### src/rtl/rx_filter_pkg.sv
package rx_filter_pkg;
  localparam int OCTET_W = 8;
  localparam int IDX_W = 3;

  // strobes from control to datapath
  typedef struct packed {
    logic startFrame;
    logic addrByte;
    logic [IDX_W-1:0] addrIdx;
    logic fwdByte;
  } dpCtrl_t;
endpackage

### src/rtl/rx_filter_ctrl.sv
module rx_filter_ctrl
  import rx_filter_pkg::*;
#(
  parameter int ADDR_BYTES = 6,
  parameter int MIN_LEN = 14,
  parameter int CNT_W = 11
) (
  input  logic clk,
  input  logic rstN,
  input  logic inValid,
  input  logic inSof,
  input  logic inEof,
  input  logic cfgPromisc,
  input  logic cfgMcast,
  input  logic cfgRejectBadFcs,
  input  logic addrHit,
  input  logic addrBcast,
  input  logic addrMcast,
  input  logic crcGood,
  output dpCtrl_t ctl,
  output logic verdictValid,
  output logic verdictKeep
);
  localparam logic [CNT_W-1:0] LEN_LAST = CNT_W'(MIN_LEN - 1);
  localparam logic [CNT_W-1:0] ADDR_END = CNT_W'(ADDR_BYTES);

  logic inFrame;
  logic [CNT_W-1:0] byteCnt;
  logic startByte, frameByte, endByte, lenOk, addrPass, crcPass;

  always_comb begin
    startByte = inValid && inSof;
    frameByte = inValid && !inSof && inFrame;
    endByte   = (startByte || frameByte) && inEof;
    lenOk     = frameByte && (byteCnt >= LEN_LAST);
    addrPass  = cfgPromisc || addrBcast || addrHit || (cfgMcast && addrMcast);
    crcPass   = !cfgRejectBadFcs || crcGood;
    ctl.startFrame = startByte;
    ctl.addrByte   = frameByte && (byteCnt < ADDR_END);
    ctl.addrIdx    = byteCnt[IDX_W-1:0];
    ctl.fwdByte    = startByte || frameByte;
  end

  always_ff @(posedge clk) begin
    if (!rstN) begin
      inFrame      <= 1'b0;
      byteCnt      <= '0;
      verdictValid <= 1'b0;
      verdictKeep  <= 1'b0;
    end else begin
      if (startByte) begin
        inFrame <= !inEof;
        byteCnt <= CNT_W'(1);
      end else if (frameByte) begin
        if (inEof) inFrame <= 1'b0;
        if (byteCnt != '1) byteCnt <= byteCnt + 1'b1;
      end
      verdictValid <= endByte;
      verdictKeep  <= endByte && lenOk && addrPass && crcPass;
    end
  end


  verdict_cause_chk: assert property (@(posedge clk) disable iff (!rstN)
    verdictValid |-> $past(inValid && inEof));

  short_drop_chk: assert property (@(posedge clk) disable iff (!rstN)
    (inValid && inSof && inEof) |=> !verdictKeep);

  bad_fcs_chk: assert property (@(posedge clk) disable iff (!rstN)
    (endByte && cfgRejectBadFcs && !crcGood) |=> !verdictKeep);

  promisc_chk: assert property (@(posedge clk) disable iff (!rstN)
    (endByte && lenOk && cfgPromisc && !cfgRejectBadFcs) |=> verdictKeep);
endmodule

### src/rtl/rx_filter_dp.sv
module rx_filter_dp
  import rx_filter_pkg::*;
#(
  parameter int ADDR_BYTES = 6,
  parameter logic [31:0] CRC_RESIDUE = 32'hDEBB20E3
) (
  input  logic clk,
  input  logic rstN,
  input  dpCtrl_t ctl,
  input  logic [OCTET_W-1:0] inData,
  input  logic inEof,
  input  logic [ADDR_BYTES*OCTET_W-1:0] stationAddr,
  output logic addrHit,
  output logic addrBcast,
  output logic addrMcast,
  output logic crcGood,
  output logic outValid,
  output logic [OCTET_W-1:0] outData,
  output logic outSof,
  output logic outEof
);
  logic [OCTET_W-1:0] stationOct [ADDR_BYTES];
  logic [OCTET_W-1:0] selOct;
  logic [31:0] crcReg, crcSeed, crcNext;

  for (genvar k = 0; k < ADDR_BYTES; k++) begin : g_oct
    assign stationOct[k] = stationAddr[(ADDR_BYTES-1-k)*OCTET_W +: OCTET_W];
  end

  function automatic logic [31:0] crcStep(input logic [31:0] c, input logic [7:0] d);
    logic [31:0] r;
    r = c;
    for (int b = 0; b < 8; b++) begin
      if (r[0] ^ d[b]) r = (r >> 1) ^ 32'hEDB88320;
      else             r = r >> 1;
    end
    return r;
  endfunction

  always_comb begin
    selOct = '0;
    for (int k = 0; k < ADDR_BYTES; k++)
      if (ctl.addrIdx == IDX_W'(k)) selOct = stationOct[k];
    crcSeed = ctl.startFrame ? 32'hFFFFFFFF : crcReg;
    crcNext = crcStep(crcSeed, inData);
    crcGood = (crcNext == CRC_RESIDUE);
  end

  always_ff @(posedge clk) begin
    if (!rstN) begin
      crcReg    <= '1;
      addrHit   <= 1'b0;
      addrBcast <= 1'b0;
      addrMcast <= 1'b0;
      outValid  <= 1'b0;
      outData   <= '0;
      outSof    <= 1'b0;
      outEof    <= 1'b0;
    end else begin
      if (ctl.fwdByte) crcReg <= crcNext;
      if (ctl.startFrame) begin
        addrHit   <= (inData == stationOct[0]);
        addrBcast <= (inData == 8'hFF);
        addrMcast <= inData[0];
      end else if (ctl.addrByte) begin
        addrHit   <= addrHit && (inData == selOct);
        addrBcast <= addrBcast && (inData == 8'hFF);
      end
      outValid <= ctl.fwdByte;
      if (ctl.fwdByte) outData <= inData;
      outSof <= ctl.startFrame;
      outEof <= ctl.fwdByte && inEof;
    end
  end


  out_follow_chk: assert property (@(posedge clk) disable iff (!rstN)
    ctl.fwdByte |=> (outValid && outData == $past(inData)));

  group_bit_chk: assert property (@(posedge clk) disable iff (!rstN)
    ctl.startFrame |=> (addrMcast == $past(inData[0])));
endmodule

### src/rtl/rx_frame_filter.sv
module rx_frame_filter
  import rx_filter_pkg::*;
#(
  parameter int ADDR_BYTES = 6,
  parameter int MIN_LEN = 14,
  parameter int CNT_W = 11
) (
  input  logic clk,
  input  logic rstN,
  input  logic inValid,
  input  logic [7:0] inData,
  input  logic inSof,
  input  logic inEof,
  input  logic cfgPromisc,
  input  logic cfgMcast,
  input  logic cfgRejectBadFcs,
  input  logic [47:0] stationAddr,
  output logic outValid,
  output logic [7:0] outData,
  output logic outSof,
  output logic outEof,
  output logic verdictValid,
  output logic verdictKeep
);
  dpCtrl_t ctl;
  logic addrHit, addrBcast, addrMcast, crcGood;

  rx_filter_ctrl #(.ADDR_BYTES(ADDR_BYTES), .MIN_LEN(MIN_LEN), .CNT_W(CNT_W)) u_ctrl (
    .clk(clk), .rstN(rstN), .inValid(inValid), .inSof(inSof), .inEof(inEof),
    .cfgPromisc(cfgPromisc), .cfgMcast(cfgMcast), .cfgRejectBadFcs(cfgRejectBadFcs),
    .addrHit(addrHit), .addrBcast(addrBcast), .addrMcast(addrMcast), .crcGood(crcGood),
    .ctl(ctl), .verdictValid(verdictValid), .verdictKeep(verdictKeep));

  rx_filter_dp #(.ADDR_BYTES(ADDR_BYTES)) u_dp (
    .clk(clk), .rstN(rstN), .ctl(ctl), .inData(inData), .inEof(inEof),
    .stationAddr(stationAddr), .addrHit(addrHit), .addrBcast(addrBcast),
    .addrMcast(addrMcast), .crcGood(crcGood), .outValid(outValid),
    .outData(outData), .outSof(outSof), .outEof(outEof));


  verdict_align_chk: assert property (@(posedge clk) disable iff (!rstN)
    verdictValid |-> (outValid && outEof));
endmodule

### config.mk
export PLATFORM = sky130hd
export DESIGN_NAME = rx_frame_filter
export DESIGN_NICKNAME = d
export VERILOG_FILES = /design/src/rtl/rx_filter_pkg.sv /design/src/rtl/rx_filter_ctrl.sv /design/src/rtl/rx_filter_dp.sv /design/src/rtl/rx_frame_filter.sv
export SDC_FILE = /design/constraint.sdc
export NUM_CORES = 1
export LEC_CHECK = 0
export ABC_AREA = 1
export CORE_MARGIN = 4
export CORE_UTILIZATION = 40
export CTS_CLUSTER_DIAMETER = 50
export DETAILED_ROUTE_END_ITERATION = 8
export GPL_TIMING_DRIVEN = 0
export PLACE_DENSITY = 0.69
export REMOVE_ABC_BUFFERS = 1
export SKIP_LAST_GASP = 1
export SLEW_MARGIN = 10
export SYNTH_ARGS = -nofsm -noshare
export SYNTH_HDL_FRONTEND = slang
export SYNTH_SLANG_ARGS = --single-unit
### constraint.sdc
create_clock -name clk -period 1.9 [get_ports clk]
set_input_delay 0.285 -clock clk [delete_from_list [all_inputs] [get_ports clk]]
set_output_delay 0.285 -clock clk [all_outputs]
set_load 0.01 [all_outputs]
==> run summary <==
Clock latency at the later pin of the worst-skew pair: 0.35 ns. The die covers 13830 sq um. Buffers inserted during clock tree synthesis total 9.

Prior to clock tree synthesis, the placed netlist has a worst setup slack of -1.682 ns. The run finished, with violations left. For this run, design rule violations remaining after detail routing come to 0. The number of diodes added for antenna fixing was 0; the detailed-route wire length was 15.70 mm. During I/O placement, the number of pins put on the boundary was 77. The via count of the first global-routing pass came out at 4970.

The total of hold buffers inserted after clock tree synthesis came out at 0. The predominant post-synthesis flop cell is sky130_fd_sc_hd__dfxtp_1. In this run the mean area of a mapped cell was 6.028 sq um.

Yosys mapped the design onto 43 distinct sky130hd cell types. The sequential fraction of design power was 0.297. The leading cell type in the layout, fill and taps excluded is sky130_fd_sc_hd__nand2_1. Sorting the synthesized cells by area gives the leading types as sky130_fd_sc_hd__dfxtp_1, sky130_fd_sc_hd__nand2_1, sky130_fd_sc_hd__nand3_1. The routed length per instance works out to 14.89 microns.

The layout-stage area growth over the synthesis result works out to 37.06%. Class of the worst hold path: in2reg. The run gives 2896 uW as the design internal power. The number of antenna-violating nets in the routed design was 0.

Setup repair after global routing could not meet its margin everywhere. In the final design database the tool counted 977 nets. The switching power as a share of total power is 0.3742. For the worst setup path, the data arrival time is 2.33 ns. The count of buffers added on input and output ports is 76. Based on the critical path, the design can be clocked at up to 488.8 MHz.

The logs give 0.8693 for the placer's final routability congestion estimate and 51 for the maximum number of pins on one net before global-route repair. The count of flip-flops with a built-in enable after synthesis was 0; the highest ir drop seen on vdd was 0.7052 mV. Measured along the x axis, the die boundary spans 117.6 microns. For the worst clock skew, the log shows 0.007073 ns. TritonCTS built the clock tree.

The total power per unit cell area was 702.7 nW/um^2. The floorplan step defined a core boundary enclosing 11560 sq um. The static leakage was 0.003200 uW. For the pin with the worst max-slew slack, the measured transition is 0.6940 ns. The run gives -0.1460 ns as the final worst-path setup slack. Power spent charging and discharging nets: 1732 uW.

The final core utilization was 0.5694; the total power was 4628 uW. Subtracting the final worst setup slack from the clock period gives 2.046 ns. The clock transition at the registers of the reported paths came out at 0.06 ns. The area share of the leading cell type in the synthesized netlist is 0.2458, and the total congestion overflow is 0. Top cell type by total area after synthesis: sky130_fd_sc_hd__dfxtp_1. For this block, the initial DRC count from the detailed router was 449. Ratio of routed vias to standard cells: 5.245.

In the layout the commonest cells are sky130_fd_sc_hd__nand2_1, sky130_fd_sc_hd__nand3_1, sky130_fd_sc_hd__inv_1. The final clock period utilization by the worst path was 1.077. By startpoint and endpoint, the worst setup path is classified as reg2reg.

The cell area after synthesis is 4805 sq um. Share of post-route cells with drive strength above 1: 0.2171. Across the run, the number of max-cap violations was 0.

Setup violations remaining at the end of the flow were counted as 3. The logic gate share of total power is 0.373. CTS saw 59 sinks.

The final reports fail on setup timing. The endpoint required time on the critical path was 2.18 ns; the total via count in the routed design was 5534. Counting along the longest clock path gives a buffer depth of 2.

The root buffer cell is sky130_fd_sc_hd__clkbuf_16. Adding up every negative setup slack in the final design gives -0.2319 ns. The global-route total usage across every layer is 0.2240. The height of the die is 117.6 microns.

The count of final hold-check violations was 0. STA classifies the critical path endpoint as a flop. The clock tree synthesis step divided the H-tree into 3 levels.

Yosys printed 0 warnings. The logs give 0.331 for the part of the total power dissipated in the clock network and 0.4154 for the starting density of the core. STA classifies the critical path startpoint as a flop. Hold is met by 0.3378 ns. The synthesized design contains 59 register bits. In this run the worst path has a maximum fanout of 7. The row count was 39. The normalized max-slew margin came out at 0.5373. The number of antenna violations at the first check in global routing is 0, and the post-synthesis cell count is 797. Summed over all nets, the half-perimeter wirelength after detailed placement is 10.30 mm.

The proportion of synthesized flip-flops having asynchronous set or reset came out at 0. The sequential fraction of the synthesis area was 0.2458; the wire length of the first global-routing pass was 25.13 mm. The tools report the number of pins with negative max-slew slack in the final report as 0. The run gives 5 as the number of detailed-route iterations in the first pass.
## metal layers
| metal | vias to the layer above | routed length, microns | track usage |
|---|---|---|---|
| met4 | 0 | 388 | 0.06740 |
| met5 | - | 0 | 0 |
| met1 | 2515 | 6886 | 0.3073 |
| met2 | 198 | 7133 | 0.3508 |
| li1 | 2780 | - | - |
| met3 | 41 | 1296 | 0.05142 |
## cell type report
type	count	area, sq um
clock buffer	9	225.2
clock inverter	7	51.30
fill	1089	4980
inverter	94	385.4
multi-input combinational	619	3400
sequential	59	1192
tap	143	178.9
timing repair buffer	124	1152
## worst paths after layout
path                                   startpoint                  to  slack (ns)  depth (start not counted)
worst max-delay path               u_dp.crcReg[1]  u_ctrl.verdictKeep       -0.15                         15
worst min-delay path                    inData[3]     u_dp.outData[3]        0.34                          3
worst max register to register     u_dp.crcReg[1]  u_ctrl.verdictKeep       -0.15                         15
worst min register to register  u_ctrl.byteCnt[7]   u_ctrl.byteCnt[7]        0.47                          2
## cells in the mapped netlist, types with 2 or more instances
cell type                     n
sky130_fd_sc_hd__nand2_2     35
sky130_fd_sc_hd__ha_1         6
sky130_fd_sc_hd__inv_2        9
sky130_fd_sc_hd__nand2_1    279
sky130_fd_sc_hd__xor2_1      13
sky130_fd_sc_hd__xnor2_1      5
sky130_fd_sc_hd__buf_2        8
sky130_fd_sc_hd__nor4_1       4
sky130_fd_sc_hd__o2111ai_1    2
sky130_fd_sc_hd__dfxtp_1     59
sky130_fd_sc_hd__a21oi_1     30
sky130_fd_sc_hd__nand3_2      5
sky130_fd_sc_hd__nor2_1      43
sky130_fd_sc_hd__o21ai_0     26
sky130_fd_sc_hd__nand4_1      6
sky130_fd_sc_hd__xor2_2       3
sky130_fd_sc_hd__o21ai_1      2
sky130_fd_sc_hd__or2_2       10
sky130_fd_sc_hd__nand2_4     10
sky130_fd_sc_hd__o211ai_1    19
sky130_fd_sc_hd__buf_6        3
sky130_fd_sc_hd__nor2_2       3
sky130_fd_sc_hd__nand3_1     82
sky130_fd_sc_hd__nor3_1      14
sky130_fd_sc_hd__nand3b_1     2
sky130_fd_sc_hd__clkbuf_1    14
sky130_fd_sc_hd__a31oi_1      4
sky130_fd_sc_hd__inv_1       84
sky130_fd_sc_hd__buf_4        3
## cells by family after synthesis
logic type               Yosys count  synth area share
AND/OR/NAND/NOR                  499            0.4763
XOR/XNOR                          21           0.04297
flip-flops                        59            0.2458
AO/OA/AOI/OAI                     89            0.1102
adder cells (fa/ha/maj)            6           0.01562
buffers and inverters            123            0.1091
## power groups by stage
stage	clock network (uW)	logic, uW	registers [uW]
6_report	1530	1720	1370
2_1_floorplan	0	1010	1400
5_1_grt	1620	1910	1380
3_5_place_dp	0	1460	1400
4_1_cts	1560	1570	1370
3_3_place_gp	0	1460	1390
## worst max-delay path, cell delays in order (launching register included)
cell                      delay [ns]
sky130_fd_sc_hd__dfxtp_1        0.29
sky130_fd_sc_hd__inv_1          0.13
sky130_fd_sc_hd__nand3_1        0.16
sky130_fd_sc_hd__nand2_4        0.14
sky130_fd_sc_hd__o21ai_0        0.12
sky130_fd_sc_hd__nand2_1        0.08
sky130_fd_sc_hd__nand2_1        0.05
sky130_fd_sc_hd__nand2_1        0.10
sky130_fd_sc_hd__inv_1          0.05
sky130_fd_sc_hd__nand2_1        0.06
sky130_fd_sc_hd__nand2_1        0.12
sky130_fd_sc_hd__nor2_2         0.16
sky130_fd_sc_hd__nand3_2        0.10
sky130_fd_sc_hd__nor2_2         0.14
sky130_fd_sc_hd__nand3_2        0.13
sky130_fd_sc_hd__a21oi_2        0.13
## sequential cells by signal, summed over array words and instances (netlist names)
register and count:
u_dp.outEof 1, u_dp.addrMcast 1, u_ctrl.byteCnt 11, u_dp.outSof 1
u_dp.outData 8, u_dp.outValid 1, u_dp.addrHit 1, u_dp.crcReg 32
u_ctrl.inFrame 1, u_ctrl.verdictKeep 1, u_dp.addrBcast 1
## metrics by stage
step	cells	cell area (sq um)
global route	1055	6585
CTS	1032	6297
finish	1055	6585
global placement	987	5575
floorplan	768	4636
detailed placement	987	5578
## what timing repair did
| item | CTS | global route |
|---|---|---|
| pin swaps | 13 | 22 |
| gates resized for setup | 71 | 41 |
| cloned | 4 | 0 |
| buffers inserted | 25 | 23 |
| endpoints found under the setup margin | 58 | 32 |
No activity file was read; power rests on OpenSTA's default activity.
